$ cat src/rtl/hsc_pkg.sv
// Shared definitions for the hazard stall controller: slot count,
// register address width, instruction class codes and class predicates.
package hsc_pkg;

    localparam int NSLOT = 2;
    localparam int CLS_W = 4;

    typedef enum logic [CLS_W-1:0] {
        CLS_NOP  = 4'd0,
        CLS_ALU  = 4'd1,
        CLS_PMUL = 4'd2,
        CLS_LDI  = 4'd3,
        CLS_LD   = 4'd4,
        CLS_ST   = 4'd5,
        CLS_STU  = 4'd6,
        CLS_CMP  = 4'd7,
        CLS_CHPR = 4'd8,
        CLS_JMP  = 4'd9,
        CLS_JMPR = 4'd10
    } icls_e;

    // Classes whose register sources are checked for dependencies
    function automatic logic cls_reads(input logic [CLS_W-1:0] c);
        return (c == CLS_ALU) || (c == CLS_PMUL) || (c == CLS_LD) ||
               (c == CLS_ST) || (c == CLS_STU) || (c == CLS_CMP) ||
               (c == CLS_JMPR);
    endfunction

    // Classes using the single load/store pipe
    function automatic logic cls_mem(input logic [CLS_W-1:0] c);
        return (c == CLS_LD) || (c == CLS_ST) || (c == CLS_STU);
    endfunction

    // Slot 0 classes whose result slot 1 of the same bundle cannot see
    function automatic logic cls_bundle_prod(input logic [CLS_W-1:0] c);
        return (c == CLS_ALU) || (c == CLS_PMUL) || (c == CLS_LDI) ||
               (c == CLS_LD) || (c == CLS_STU);
    endfunction

    // Multi-cycle producers seen from DR/E
    function automatic logic cls_long(input logic [CLS_W-1:0] c);
        return (c == CLS_PMUL) || (c == CLS_LD);
    endfunction

    // Predicate writers
    function automatic logic cls_predw(input logic [CLS_W-1:0] c);
        return (c == CLS_CMP) || (c == CLS_CHPR);
    endfunction

    // Control transfers
    function automatic logic cls_jump(input logic [CLS_W-1:0] c);
        return (c == CLS_JMP) || (c == CLS_JMPR);
    endfunction

endpackage

$ cat src/rtl/hsc_dep_match.sv
// Read-after-write match of one consumer against one producer.
// Assumes: register 0 is hard-wired, so a write to it never creates a
// dependency; a source counts only when its use bit is set.
module hsc_dep_match #(
    parameter int AW = 5
) (
    input  logic [AW-1:0] src_a,
    input  logic [AW-1:0] src_b,
    input  logic          use_a,
    input  logic          use_b,
    input  logic [AW-1:0] dst,
    input  logic          dst_we,
    output logic          hit
);

    logic dst_live;

    // Producer writes a real register
    always_comb dst_live = dst_we && (dst != '0);

    // Any used source equals the producer destination
    always_comb hit = dst_live && ((use_a && (src_a == dst)) ||
                                   (use_b && (src_b == dst)));

endmodule

$ cat src/rtl/hsc_bundle_hazard.sv
// Hazards between the two slots of the bundle held in IF/DR.
// Assumes: slot 0 is older; any hazard found here stalls slot 1 only.
module hsc_bundle_hazard
    import hsc_pkg::*;
#(
    parameter int AW = 5
) (
    input  logic             s0_valid,
    input  logic [CLS_W-1:0] s0_cls,
    input  logic [AW-1:0]    s0_dst,
    input  logic             s0_we,
    input  logic             s1_valid,
    input  logic [CLS_W-1:0] s1_cls,
    input  logic [AW-1:0]    s1_src_a,
    input  logic [AW-1:0]    s1_src_b,
    input  logic             s1_use_a,
    input  logic             s1_use_b,
    output logic             hz_s1
);

    logic raw_hit;
    logic raw_hz, mem_hz, pred_hz, chpr_hz;

    hsc_dep_match #(.AW(AW)) u_raw (
        .src_a  (s1_src_a),
        .src_b  (s1_src_b),
        .use_a  (s1_use_a),
        .use_b  (s1_use_b),
        .dst    (s0_dst),
        .dst_we (s0_we),
        .hit    (raw_hit)
    );

    // Classify the four intra-bundle conflicts
    always_comb begin
        raw_hz  = raw_hit && cls_bundle_prod(s0_cls) && cls_reads(s1_cls);
        mem_hz  = cls_mem(s0_cls) && cls_mem(s1_cls);
        pred_hz = cls_predw(s0_cls) &&
                  (cls_jump(s1_cls) || (s1_cls == CLS_CHPR));
        chpr_hz = (s0_cls == CLS_CHPR);
    end

    // Only a full bundle can conflict with itself
    always_comb hz_s1 = s0_valid && s1_valid &&
                        (raw_hz || mem_hz || pred_hz || chpr_hz);

endmodule

$ cat src/rtl/hsc_slot_hazard.sv
// Hazards of one IF/DR slot against the older instructions in DR/E and E/DF.
// Assumes: DR/E and E/DF each hold NSLOT entries; the write-port collision
// term is fed a write enable only for slot 0 (the caller ties it low otherwise).
module hsc_slot_hazard
    import hsc_pkg::*;
#(
    parameter int AW = 5
) (
    input  logic                         valid,
    input  logic [CLS_W-1:0]             cls,
    input  logic [AW-1:0]                src_a,
    input  logic [AW-1:0]                src_b,
    input  logic                         use_a,
    input  logic                         use_b,
    input  logic                         port_we,
    input  logic [NSLOT-1:0]             drex_valid,
    input  logic [NSLOT-1:0][CLS_W-1:0]  drex_cls,
    input  logic [NSLOT-1:0][AW-1:0]     drex_dst,
    input  logic [NSLOT-1:0]             drex_we,
    input  logic [NSLOT-1:0]             edf_valid,
    input  logic [NSLOT-1:0][CLS_W-1:0]  edf_cls,
    input  logic [NSLOT-1:0][AW-1:0]     edf_dst,
    input  logic [NSLOT-1:0]             edf_we,
    output logic                         hz
);

    logic [NSLOT-1:0] drex_hit, edf_hit;
    logic [NSLOT-1:0] drex_raw, drex_pred, edf_raw, edf_port;
    logic             reader;

    // Consumer is a live instruction that reads registers
    always_comb reader = valid && cls_reads(cls);

    for (genvar j = 0; j < NSLOT; j++) begin : g_older
        hsc_dep_match #(.AW(AW)) u_drex (
            .src_a  (src_a),
            .src_b  (src_b),
            .use_a  (use_a),
            .use_b  (use_b),
            .dst    (drex_dst[j]),
            .dst_we (drex_we[j]),
            .hit    (drex_hit[j])
        );

        hsc_dep_match #(.AW(AW)) u_edf (
            .src_a  (src_a),
            .src_b  (src_b),
            .use_a  (use_a),
            .use_b  (use_b),
            .dst    (edf_dst[j]),
            .dst_we (edf_we[j]),
            .hit    (edf_hit[j])
        );

        // Per-older-entry hazard terms
        always_comb begin
            drex_raw[j]  = drex_valid[j] && cls_long(drex_cls[j]) &&
                           drex_hit[j];
            drex_pred[j] = drex_valid[j] && cls_predw(drex_cls[j]) &&
                           valid && (cls == CLS_CHPR);
            edf_raw[j]   = edf_valid[j] && (edf_cls[j] == CLS_PMUL) &&
                           edf_hit[j];
            edf_port[j]  = edf_valid[j] && (edf_cls[j] == CLS_PMUL) &&
                           valid && port_we && (cls != CLS_PMUL);
        end
    end

    // Combine all cross-stage reasons for this slot
    always_comb hz = (reader && (|drex_raw || |edf_raw)) ||
                     |drex_pred || |edf_port;

endmodule

$ cat src/rtl/hazard_stall_ctrl.sv
// Stall and cancel decision for a dual-issue in-order pipeline.
// Assumes: slot 0 is the older instruction; jumps are fetched as not taken
// and their taken status is resolved outside; purely combinational.
module hazard_stall_ctrl
    import hsc_pkg::*;
#(
    parameter int AW = 5
) (
    input  logic [NSLOT-1:0]             ifdr_valid_i,
    input  logic [NSLOT-1:0][CLS_W-1:0]  ifdr_cls_i,
    input  logic [NSLOT-1:0][AW-1:0]     ifdr_src_a_i,
    input  logic [NSLOT-1:0][AW-1:0]     ifdr_src_b_i,
    input  logic [NSLOT-1:0]             ifdr_use_a_i,
    input  logic [NSLOT-1:0]             ifdr_use_b_i,
    input  logic [AW-1:0]                ifdr0_dst_i,
    input  logic                         ifdr0_we_i,
    input  logic                         ifdr0_taken_i,
    input  logic [NSLOT-1:0]             drex_valid_i,
    input  logic [NSLOT-1:0][CLS_W-1:0]  drex_cls_i,
    input  logic [NSLOT-1:0][AW-1:0]     drex_dst_i,
    input  logic [NSLOT-1:0]             drex_we_i,
    input  logic [NSLOT-1:0]             drex_taken_i,
    input  logic [NSLOT-1:0]             edf_valid_i,
    input  logic [NSLOT-1:0][CLS_W-1:0]  edf_cls_i,
    input  logic [NSLOT-1:0][AW-1:0]     edf_dst_i,
    input  logic [NSLOT-1:0]             edf_we_i,
    output logic                         stall_slot0_o,
    output logic                         stall_slot1_o,
    output logic                         cancel_ifdr1_o,
    output logic                         cancel_ifdr_o
);

    logic [NSLOT-1:0] slot_hz;
    logic [NSLOT-1:0] drex_jmp;
    logic             bundle_hz;
    logic             hz0, hz1;
    logic             jmp0_taken, jmp_dr_taken, c1;

    hsc_bundle_hazard #(.AW(AW)) u_bundle (
        .s0_valid (ifdr_valid_i[0]),
        .s0_cls   (ifdr_cls_i[0]),
        .s0_dst   (ifdr0_dst_i),
        .s0_we    (ifdr0_we_i),
        .s1_valid (ifdr_valid_i[1]),
        .s1_cls   (ifdr_cls_i[1]),
        .s1_src_a (ifdr_src_a_i[1]),
        .s1_src_b (ifdr_src_b_i[1]),
        .s1_use_a (ifdr_use_a_i[1]),
        .s1_use_b (ifdr_use_b_i[1]),
        .hz_s1    (bundle_hz)
    );

    for (genvar k = 0; k < NSLOT; k++) begin : g_slot
        logic port_we;

        // Write-port collision applies to the oldest slot only
        if (k == 0) begin : g_port
            always_comb port_we = ifdr0_we_i;
        end else begin : g_noport
            always_comb port_we = 1'b0;
        end

        hsc_slot_hazard #(.AW(AW)) u_slot (
            .valid      (ifdr_valid_i[k]),
            .cls        (ifdr_cls_i[k]),
            .src_a      (ifdr_src_a_i[k]),
            .src_b      (ifdr_src_b_i[k]),
            .use_a      (ifdr_use_a_i[k]),
            .use_b      (ifdr_use_b_i[k]),
            .port_we    (port_we),
            .drex_valid (drex_valid_i),
            .drex_cls   (drex_cls_i),
            .drex_dst   (drex_dst_i),
            .drex_we    (drex_we_i),
            .edf_valid  (edf_valid_i),
            .edf_cls    (edf_cls_i),
            .edf_dst    (edf_dst_i),
            .edf_we     (edf_we_i),
            .hz         (slot_hz[k])
        );

        // Taken jump detection per DR/E entry
        always_comb drex_jmp[k] = drex_valid_i[k] && drex_taken_i[k] &&
                                  cls_jump(drex_cls_i[k]);
    end

    // Raw hazard reasons per slot
    always_comb begin
        hz0 = slot_hz[0];
        hz1 = slot_hz[1] || bundle_hz;
    end

    // Taken jump sources
    always_comb begin
        jmp_dr_taken = |drex_jmp;
        jmp0_taken   = ifdr_valid_i[0] && ifdr0_taken_i &&
                       cls_jump(ifdr_cls_i[0]);
    end

    // Priority: older cancel, then slot 0 stall, then young cancel, then slot 1 stall
    always_comb begin
        c1             = !jmp_dr_taken && jmp0_taken && !hz0;
        cancel_ifdr_o  = jmp_dr_taken;
        cancel_ifdr1_o = c1;
        stall_slot0_o  = !jmp_dr_taken && hz0;
        stall_slot1_o  = !jmp_dr_taken && !hz0 && !c1 && hz1;
    end

endmodule

$ cat config.mk
export PLATFORM = sky130hd
export DESIGN_NAME = hazard_stall_ctrl
export DESIGN_NICKNAME = d
export VERILOG_FILES = /design/src/rtl/hsc_pkg.sv /design/src/rtl/hsc_dep_match.sv /design/src/rtl/hsc_bundle_hazard.sv /design/src/rtl/hsc_slot_hazard.sv /design/src/rtl/hazard_stall_ctrl.sv
export SDC_FILE = /design/constraint.sdc
export NUM_CORES = 1
export LEC_CHECK = 0
export BUFFER_PORTS_ARGS = -buffer_cell sky130_fd_sc_hd__buf_2
export CAP_MARGIN = 10
export CORE_UTILIZATION = 43
export DETAILED_ROUTE_END_ITERATION = 10
export PLACE_DENSITY = 0.78
export SYNTH_ARGS = -nofsm -noshare
export SYNTH_HDL_FRONTEND = slang
export SYNTH_SLANG_ARGS = --single-unit
$ cat constraint.sdc
create_clock -name vclk -period 2.41
set_input_delay 0.482 -clock vclk [all_inputs]
set_output_delay 0.482 -clock vclk [all_outputs]
set_load 0.01 [all_outputs]
# After elaboration in Yosys (flattened, before gate mapping)
# Index checks and enable logic that the tools add are counted.
[op_classes]
eq_ne = 52
n_reduce_logical = 145
[op_table]
columns = ["operator", "count"]
rows = [
  ["5-bit equality test", 18],
  ["1-bit logical AND", 82],
  ["4-bit by 3-bit equality test with 1-bit output, second input constant", 12],
  ["4-bit equality test, second input constant", 12],
  ["1-bit logical OR", 47],
  ["4-bit by 2-bit equality test with 1-bit output, second input constant", 7],
  ["5-bit nonzero test", 5],
  ["2-bit OR reduction", 8],
  ["4-bit by 1-bit equality test with 1-bit output, second input constant", 2],
  ["4-bit by 2-bit inequality test with 1-bit output, second input constant", 1],
  ["1-bit zero test", 3],
]
[totals]
ff_bits = 0
elab_cells = 197
out_inout_bits = 4

# Depth between registers and ports, before layout
# Gate-level depths: netlist (run 1).
[logic_depth]
depth_word = 16
mapped_depth = 8
depth_no_buf = 7

# Modules after synthesis
# Synthesis (run 1) repeated with hierarchy kept, for this count alone.
[hier_totals]
hier_cells = 239
hier_area_um2 = 1848.0
[modules_own_cells]
columns = ["mod", "cells_each", "seq_area_each_um2", "n_inst", "area_each_um2"]
rows = [
  ["hsc_dep_match", 17, 0.0, 9, 133.9],
  ["hsc_slot_hazard", 27, 0.0, 2, 215.2],
  ["hazard_stall_ctrl", 16, 0.0, 1, 122.6],
  ["hsc_bundle_hazard", 16, 0.0, 1, 90.1],
]

# Least setup slack after synthesis (run 1)
# No wires, ideal clock.
[synth_path]
path_type = "input -> output"
startpoint = "in edf_dst_i[6] (netlist name)"
endpoint = "out stall_slot1_o"
stages = 7
path_buffers = 1
arrival_time_ns = 2.130
slack_ns = -0.202
t_required_ns = 1.928
path_cell_list = "clkbuf_1 > or3_1 > o311a_1 > a21boi_1 > a2111o_1 > a222oi_1 > nor4b_1"
[synth_via]
elab_chain_cells = 15
word_cells_on_any_way = 32
[synth_lines]
columns = ["item", "line_no", "source"]
rows = [
  ["start: declaration", "hazard_stall_ctrl.sv:25", "input logic [NSLOT-1:0][AW-1:0] edf_dst_i,"],
  ["5-bit equality test (on tied branches)", "hsc_dep_match.sv:22, hsc_dep_match.sv:23", ""],
  ["1-bit logical AND (on tied branches)", "hsc_dep_match.sv:22, hsc_dep_match.sv:23", ""],
  ["1-bit logical OR", "hsc_dep_match.sv:22", "always_comb hit = dst_live && ((use_a && (src_a == dst)) ||"],
  ["1-bit logical AND", "hsc_dep_match.sv:22", ""],
  ["1-bit logical AND", "hsc_slot_hazard.sv:61", "edf_raw[j] = edf_valid[j] && (edf_cls[j] == CLS_PMUL) &&"],
  ["2-bit OR reduction", "hsc_slot_hazard.sv:69", "always_comb hz = (reader && (|drex_raw || |edf_raw)) ||"],
  ["1-bit logical OR", "hsc_slot_hazard.sv:69", ""],
  ["1-bit logical AND", "hsc_slot_hazard.sv:69", ""],
  ["1-bit logical OR", "hsc_slot_hazard.sv:69", ""],
  ["1-bit logical OR", "hsc_slot_hazard.sv:70", "|drex_pred || |edf_port;"],
  ["1-bit zero test", "hazard_stall_ctrl.sv:102, hazard_stall_ctrl.sv:106", ""],
  ["1-bit logical AND", "hazard_stall_ctrl.sv:102", "c1 = !jmp_dr_taken && jmp0_taken && !hz0;"],
  ["1-bit zero test", "hazard_stall_ctrl.sv:106", "stall_slot1_o = !jmp_dr_taken && !hz0 && !c1 && hz1;"],
  ["1-bit logical AND", "hazard_stall_ctrl.sv:106", ""],
  ["1-bit logical AND (*)", "hazard_stall_ctrl.sv:106", ""],
  ["end: declaration", "hazard_stall_ctrl.sv:28", "output logic stall_slot1_o,"],
]
# Every way passes the cells marked *; elsewhere a longest branch is shown, timed or not.

# Worst setup path after layout (run 1)
[layout_path]
startpoint = "in edf_dst_i[7] (netlist name)"
endpoint = "out stall_slot1_o"
# The elaborated chain is that of the path after synthesis.

==> results of run 1 <==
worst min-delay path: stages:
cell	delay, ns
buf_2	0.09
o21ai_0	0.06
nor4b_1	0.05
buf_2	0.13
logic make-up after synthesis:
logic type / share of synthesized area, %
AND/OR/NAND/NOR: 28.3
XOR/XNOR: 50.9
AO/OA/AOI/OAI: 12.9
buffers and inverters: 7.89
stage by stage:
step           util [%]  power [mW]  hold WS (ns)  cell area [um^2]  TNS (ns)
6_report           73.1       0.444          1.31              2680    -0.888
5_1_grt            73.1       0.477          1.35              2680     -1.19
4_1_cts            72.0       0.430          1.30              2640    -0.783
3_5_place_dp       70.2       0.418          1.31              2570    -0.928
3_3_place_gp       70.2       0.407          1.32              2570    -0.807
2_1_floorplan         -       0.203          1.09              1650    -0.202
cell usage after synthesis, drive strengths merged (4+ instances only):
cell type	number
xor2	74
clkbuf	25
xnor2	21
nor4	18
nand3	10
nor2	8
o21ai	8
and3	7
buf	7
a21oi	5
nand2	5
nor4b	5
and4b	4
nand2b	4
nand4b	4
nor3	4
power by group:
part	switching (mW)	internal, mW
clock network	0	0
registers	0	0
logic	0.213	0.232
total	0.213	0.232
metal layers:
layer,track usage (%),vias up,wire length [um]
li1,-,1078,-
met1,36.0,1059,2570
met2,55.3,94,3270
met3,0.543,8,302
met4,7.67,0,111
met5,0,-,0
worst min path at each step:
stage          slack (ns)  cells past startpoint             to       startpoint
3_3_place_gp         1.32                      4  stall_slot1_o  ifdr_valid_i[1]
4_1_cts              1.30                      4  stall_slot1_o  ifdr_valid_i[1]
5_1_grt              1.35                      4  stall_slot1_o  ifdr_valid_i[1]
3_5_place_dp         1.31                      4  stall_slot1_o  ifdr_valid_i[1]
6_report             1.31                      4  stall_slot1_o  ifdr_valid_i[1]
2_1_floorplan        1.09                      2  stall_slot1_o  ifdr_valid_i[1]
cell type report:
type	count	share of cell area, %
inverter	2	0.281
timing repair buffer	159	38.8
tap	48	2.24
multi-input combinational	201	58.6
repair_timing:
item	CTS	global route
cloned	0	0
gates resized for setup	14	8
pin swaps	12	5
endpoints found under the setup margin	3	3
setup buffers	1	0
==> key figures, run 1 <==
Final layout
  – FFs & Latches: 0
  – Nets@finish: 451
  – Antenna fix cells: 0
  – Commonest non-fill, non-tap cells in the layout: 85 x buf_2, 74 x xor2_1, 66 x buf_4
  – Clock buffers: 0
  – Filler Cells Inserted: 318
  – Fraction of layout cells with a size suffix above 1: 46.7%
  – Layout area overhead: 63.8%
  – Final Non-Filler Cells: 410
  – Multi-input gate area: 1570 um^2
  – Most common cell after layout, fill and taps aside: buf_2
  – Register area: 0 um^2

Setup path
  – Buffers & Inverters on Critical Path: 2
  – Worst setup path start: edf_dst_i[7]
  – CP Max Fanout: 2
  – Startpoint Class: input port
  – CP Cell Sequence: buf_6 > or3_1 > o311a_1 > a21boi_2 > a2111o_1 > a222oi_1 > nor4b_1 > buf_2
  – Crit path DAT: 2.28 ns
  – Cell count along the critical path: 8
  – Critical path required time: 1.93 ns
  – Type of the worst setup path: input port to output pin
  – CP delay by family, top: compound AO/OA/AOI/OAI gates
  – Crit-path slowest cell: or3_1
  – CP max stage delay: 0.36 ns
  – Worst Setup EP: stall_slot1_o
  – CP Capture Type: output pin

Logic synthesis
  – Register area share after synthesis: 0%
  – Post-synth top area cell: xor2_1
  – Ys Warns: 0
  – Top-area cell type share of the netlist area: 39.7%
  – Syn Inst Count: 235
  – Synth top area cells: xor2_1 40%, xnor2_1 11%, nor4_1 6.9%
  – Average size of a mapped cell: 6.95 um^2
  – Mapped cell area: 1630 um^2
  – Syn Nets: 322
  – Netlist cell types: 37

Timing
  – Minimum clock period: 2.76 ns
  – RSZ-0062 raised after global routing: true
  – FMAX: 0.363 GHz
  – Endpoints failing hold: 0
  – Max-slew headroom: 69.9%
  – Period utilization: 114%
  – Fin. max-slew vios: 0
  – # setup viols final: 3
  – Worst-margin pin slew: 0.451 ns
  – Fin worst setup slack: -0.348 ns

Global routing
  – Total GRT Usage: 29.4%
  – Initial antenna violation count: 0
  – Largest net degree at the start of global routing: 9
  – Grt ovf: 0
  – Number of global-route vias before repair: 2,182
  – First-pass GRT wire length: 9.53 mm

Detailed routing
  – Residual DRC: 0
  – Final antenna-violating net count: 0
  – Drt first-iter violations: 113
  – TritonRoute pass-1 iters: 4
  – WL final: 6.26 mm
  – DR vias: 2,239
  – Avg WL per Cell: 15.3 um
  – Via density: 5.46

Place
  – GPL Wtd Cong: 0.941
  – HPWL after DPL: 5.13 mm
  – Number of buffers inserted by port buffering: 91
  – Placed cells: 409
  – Place WS: -0.389 ns

Floorplan
  – Die width: 63.6 um
  – Site Rows: 22
  – Die Y-Extent: 63.6 um
  – Die area: 4050 um^2
  – Core area: 3660 um^2
  – Starting density of the core: 44.6%
  – Io pins: 91

Pwr
  – Leak: 1.29 nW
  – Cell Pwr Density: 166 nW/um^2
  – Maximum vdd drop: 0.0000892 V

Run status
  – Failing checks: setup timing
  – Status: complete, but fails checks

CTS
  – Hold_buf cts: 0

Hold path
  – Worst min path class: input port to output pin

Run
  – Max Cap Viol: 0
(Power assumes the default switching activity.)
==> run 2: changes to the inputs <==
--- a/config.mk
+++ b/config.mk
@@ -7,6 +7,7 @@
 export LEC_CHECK = 0
 export BUFFER_PORTS_ARGS = -buffer_cell sky130_fd_sc_hd__buf_2
 export CAP_MARGIN = 10
+export CORE_MARGIN = 2
 export CORE_UTILIZATION = 43
 export DETAILED_ROUTE_END_ITERATION = 10
 export PLACE_DENSITY = 0.78
==> run 2 against run 1 <==
Critical path type unchanged; worst hold slack gained 0.0044 ns; worst setup slack lost 0.0017 ns; fmax is essentially flat; non-clock buffer count shrank 8; via count shrank 1.5%; clock-buffer cell count is the same; the flow still finishes with violations (setup timing); design area grew 0.14%.
==> key figures, run 2 (synthesis results as in run 1) <==
Run status
  – Status: complete, but fails checks
  – Failing checks: setup timing

Floorplan
  – Io pins: 91 (unchanged)
  – Die width: 65.6 um (+3.1%)
  – Site Rows: 22 (unchanged)
  – Starting density of the core: 44.6% (unchanged)
  – Core area: 3660 um^2 (unchanged)
  – Die area: 4310 um^2 (+6.4%)
  – Die Y-Extent: 65.6 um (+3.1%)

Setup path
  – CP Capture Type: output pin
  – CP Max Fanout: 2 (unchanged)
  – Critical path required time: 1.93 ns (about the same)
  – Crit path DAT: 2.28 ns (about the same)
  – Type of the worst setup path: input port to output pin
  – Startpoint Class: input port

Detailed routing
  – WL final: 6.05 mm (-3.4%)
  – Avg WL per Cell: 15.0 um (-1.4%)
  – Residual DRC: 0 (unchanged)
  – Drt first-iter violations: 112 (-0.88%)
  – Via density: 5.49 (+0.44%)
  – DR vias: 2,205 (-1.5%)
  – Final antenna-violating net count: 0 (unchanged)
  – TritonRoute pass-1 iters: 4 (unchanged)

Hold path
  – Hold Path End: stall_slot1_o
  – Hold Path Stages: 4 (unchanged)
  – Worst min path class: input port to output pin
  – Hold Startpoint: ifdr_valid_i[1]

Timing
  – Max-slew headroom: 67.7% (-2.2 points)
  – Fin. max-slew vios: 0 (unchanged)
  – Minimum hold slack: 1.31 ns (+0.00439 ns)
  – Worst-margin pin slew: 0.484 ns (+0.0328 ns)
  – Minimum clock period: 2.76 ns (+0.00170 ns)
  – FMAX: 0.362 GHz (about the same)
  – Setup TNS: -0.644 ns (+0.244 ns)
  – Endpoints failing hold: 0 (unchanged)
  – Period utilization: 114% (about the same)
  – Fin worst setup slack: -0.349 ns (-0.00170 ns)
  – # setup viols final: 3 (unchanged)
  – RSZ-0062 raised after global routing: true

Place
  – Number of buffers inserted by port buffering: 91 (unchanged)
  – Post-DP Area: 2570 um^2 (about the same)
  – GPL Wtd Cong: 0.923 (-1.8%)
  – HPWL after DPL: 5.04 mm (-1.9%)

Final layout
  – FFs & Latches: 0 (unchanged)
  – Register area: 0 um^2 (unchanged)
  – Commonest non-fill, non-tap cells in the layout: 83 x buf_2, 74 x xor2_1, 55 x buf_4
  – Nets@finish: 443 (-1.8%)
  – Antenna fix cells: 0 (unchanged)
  – Layout area overhead: 64.0%
  – Most common cell after layout, fill and taps aside: buf_2
  – Post-route cell area: 2680 um^2 (+0.14%)
  – Clock buffers: 0 (unchanged)
  – Fraction of layout cells with a size suffix above 1: 46.0% (-0.64 points)

Global routing
  – Initial antenna violation count: 0 (unchanged)
  – Grt ovf: 0 (unchanged)
  – Total GRT Usage: 27.1% (-2.3 points)
  – Number of global-route vias before repair: 2,103 (-3.6%)
  – Largest net degree at the start of global routing: 9 (unchanged)
  – First-pass GRT wire length: 9.32 mm (-2.2%)

Pwr
  – Leak: 1.27 nW (-1.5%)
  – Cell Pwr Density: 166 nW/um^2 (about the same)
  – Maximum vdd drop: 0.0000812 V (-8.9%)

Run
  – Max Cap Viol: 0 (unchanged)

CTS
  – Hold_buf cts: 0 (unchanged)
  – Setup bufs post-CTS: 0 (-1)
==> run 2: power by group <==
| part | switching [mW] | leakage [nW] | internal [mW] |
|---|---|---|---|
| combinational | 0.211 | 1.27 | 0.234 |
| clock | 0 | 0 | 0 |
| sequential | 0 | 0 | 0 |
| total | 0.211 | 1.27 | 0.234 |
==> run 2: critical path, stage by stage <==
cell and delay, ns:
buf_6 0.10, or3_1 0.35, o311a_1 0.34, a21boi_2 0.16
a2111o_1 0.28, a222oi_1 0.30, nor4b_1 0.10, buf_2 0.16
==> run 2: worst max-delay path by stage <==
stage	slack [ns]	cells after the start	start	endpoint
after floorplan	-0.20	7	edf_dst_i[6]	stall_slot1_o
after global placement	-0.37	8	edf_dst_i[5]	stall_slot1_o
after detailed placement	-0.38	8	edf_dst_i[5]	stall_slot1_o
after CTS	-0.35	8	edf_dst_i[7]	stall_slot1_o
after global routing	-0.39	8	edf_dst_i[6]	stall_slot1_o
final	-0.35	8	edf_dst_i[7]	stall_slot1_o
==> run 2: repair_timing <==
action / 4_1_cts / 5_1_grt
resized for setup: 21 / 6
gates cloned: 0 / 0
pin swaps: 12 / 4
endpoints found under the setup margin: 3 / 3
==> run 2: layout make-up <==
cell class	instances	area, um^2
Fill cell	294	981
Inverter	2	7.51
Multi-Input combinational cell	201	1580
Tap cell	48	60.1
Timing Repair Buffer	151	1030
==> run 2: layer usage <==
metal	global-route usage, %	part of all wire, %	up-vias	wire length, um
met1	33.2	41	1039	2490
met3	0.856	5.7	13	342
met4	4.69	2.3	0	138
met2	52.3	51	88	3070
met5	0	0	-	0
li1	-	-	1065	-
==> run 2: through the flow <==
stage / worst slack (ns) / total power [mW] / cells / util [%]
after floorplan: -0.202 / 0.203 / 235 / -
after global placement: -0.371 / 0.410 / 402 / 70.2
after detailed placement: -0.376 / 0.419 / 402 / 70.2
after CTS: -0.346 / 0.436 / 402 / 72.6
after global routing: -0.391 / 0.478 / 402 / 73.2
final: -0.349 / 0.445 / 402 / 73.2
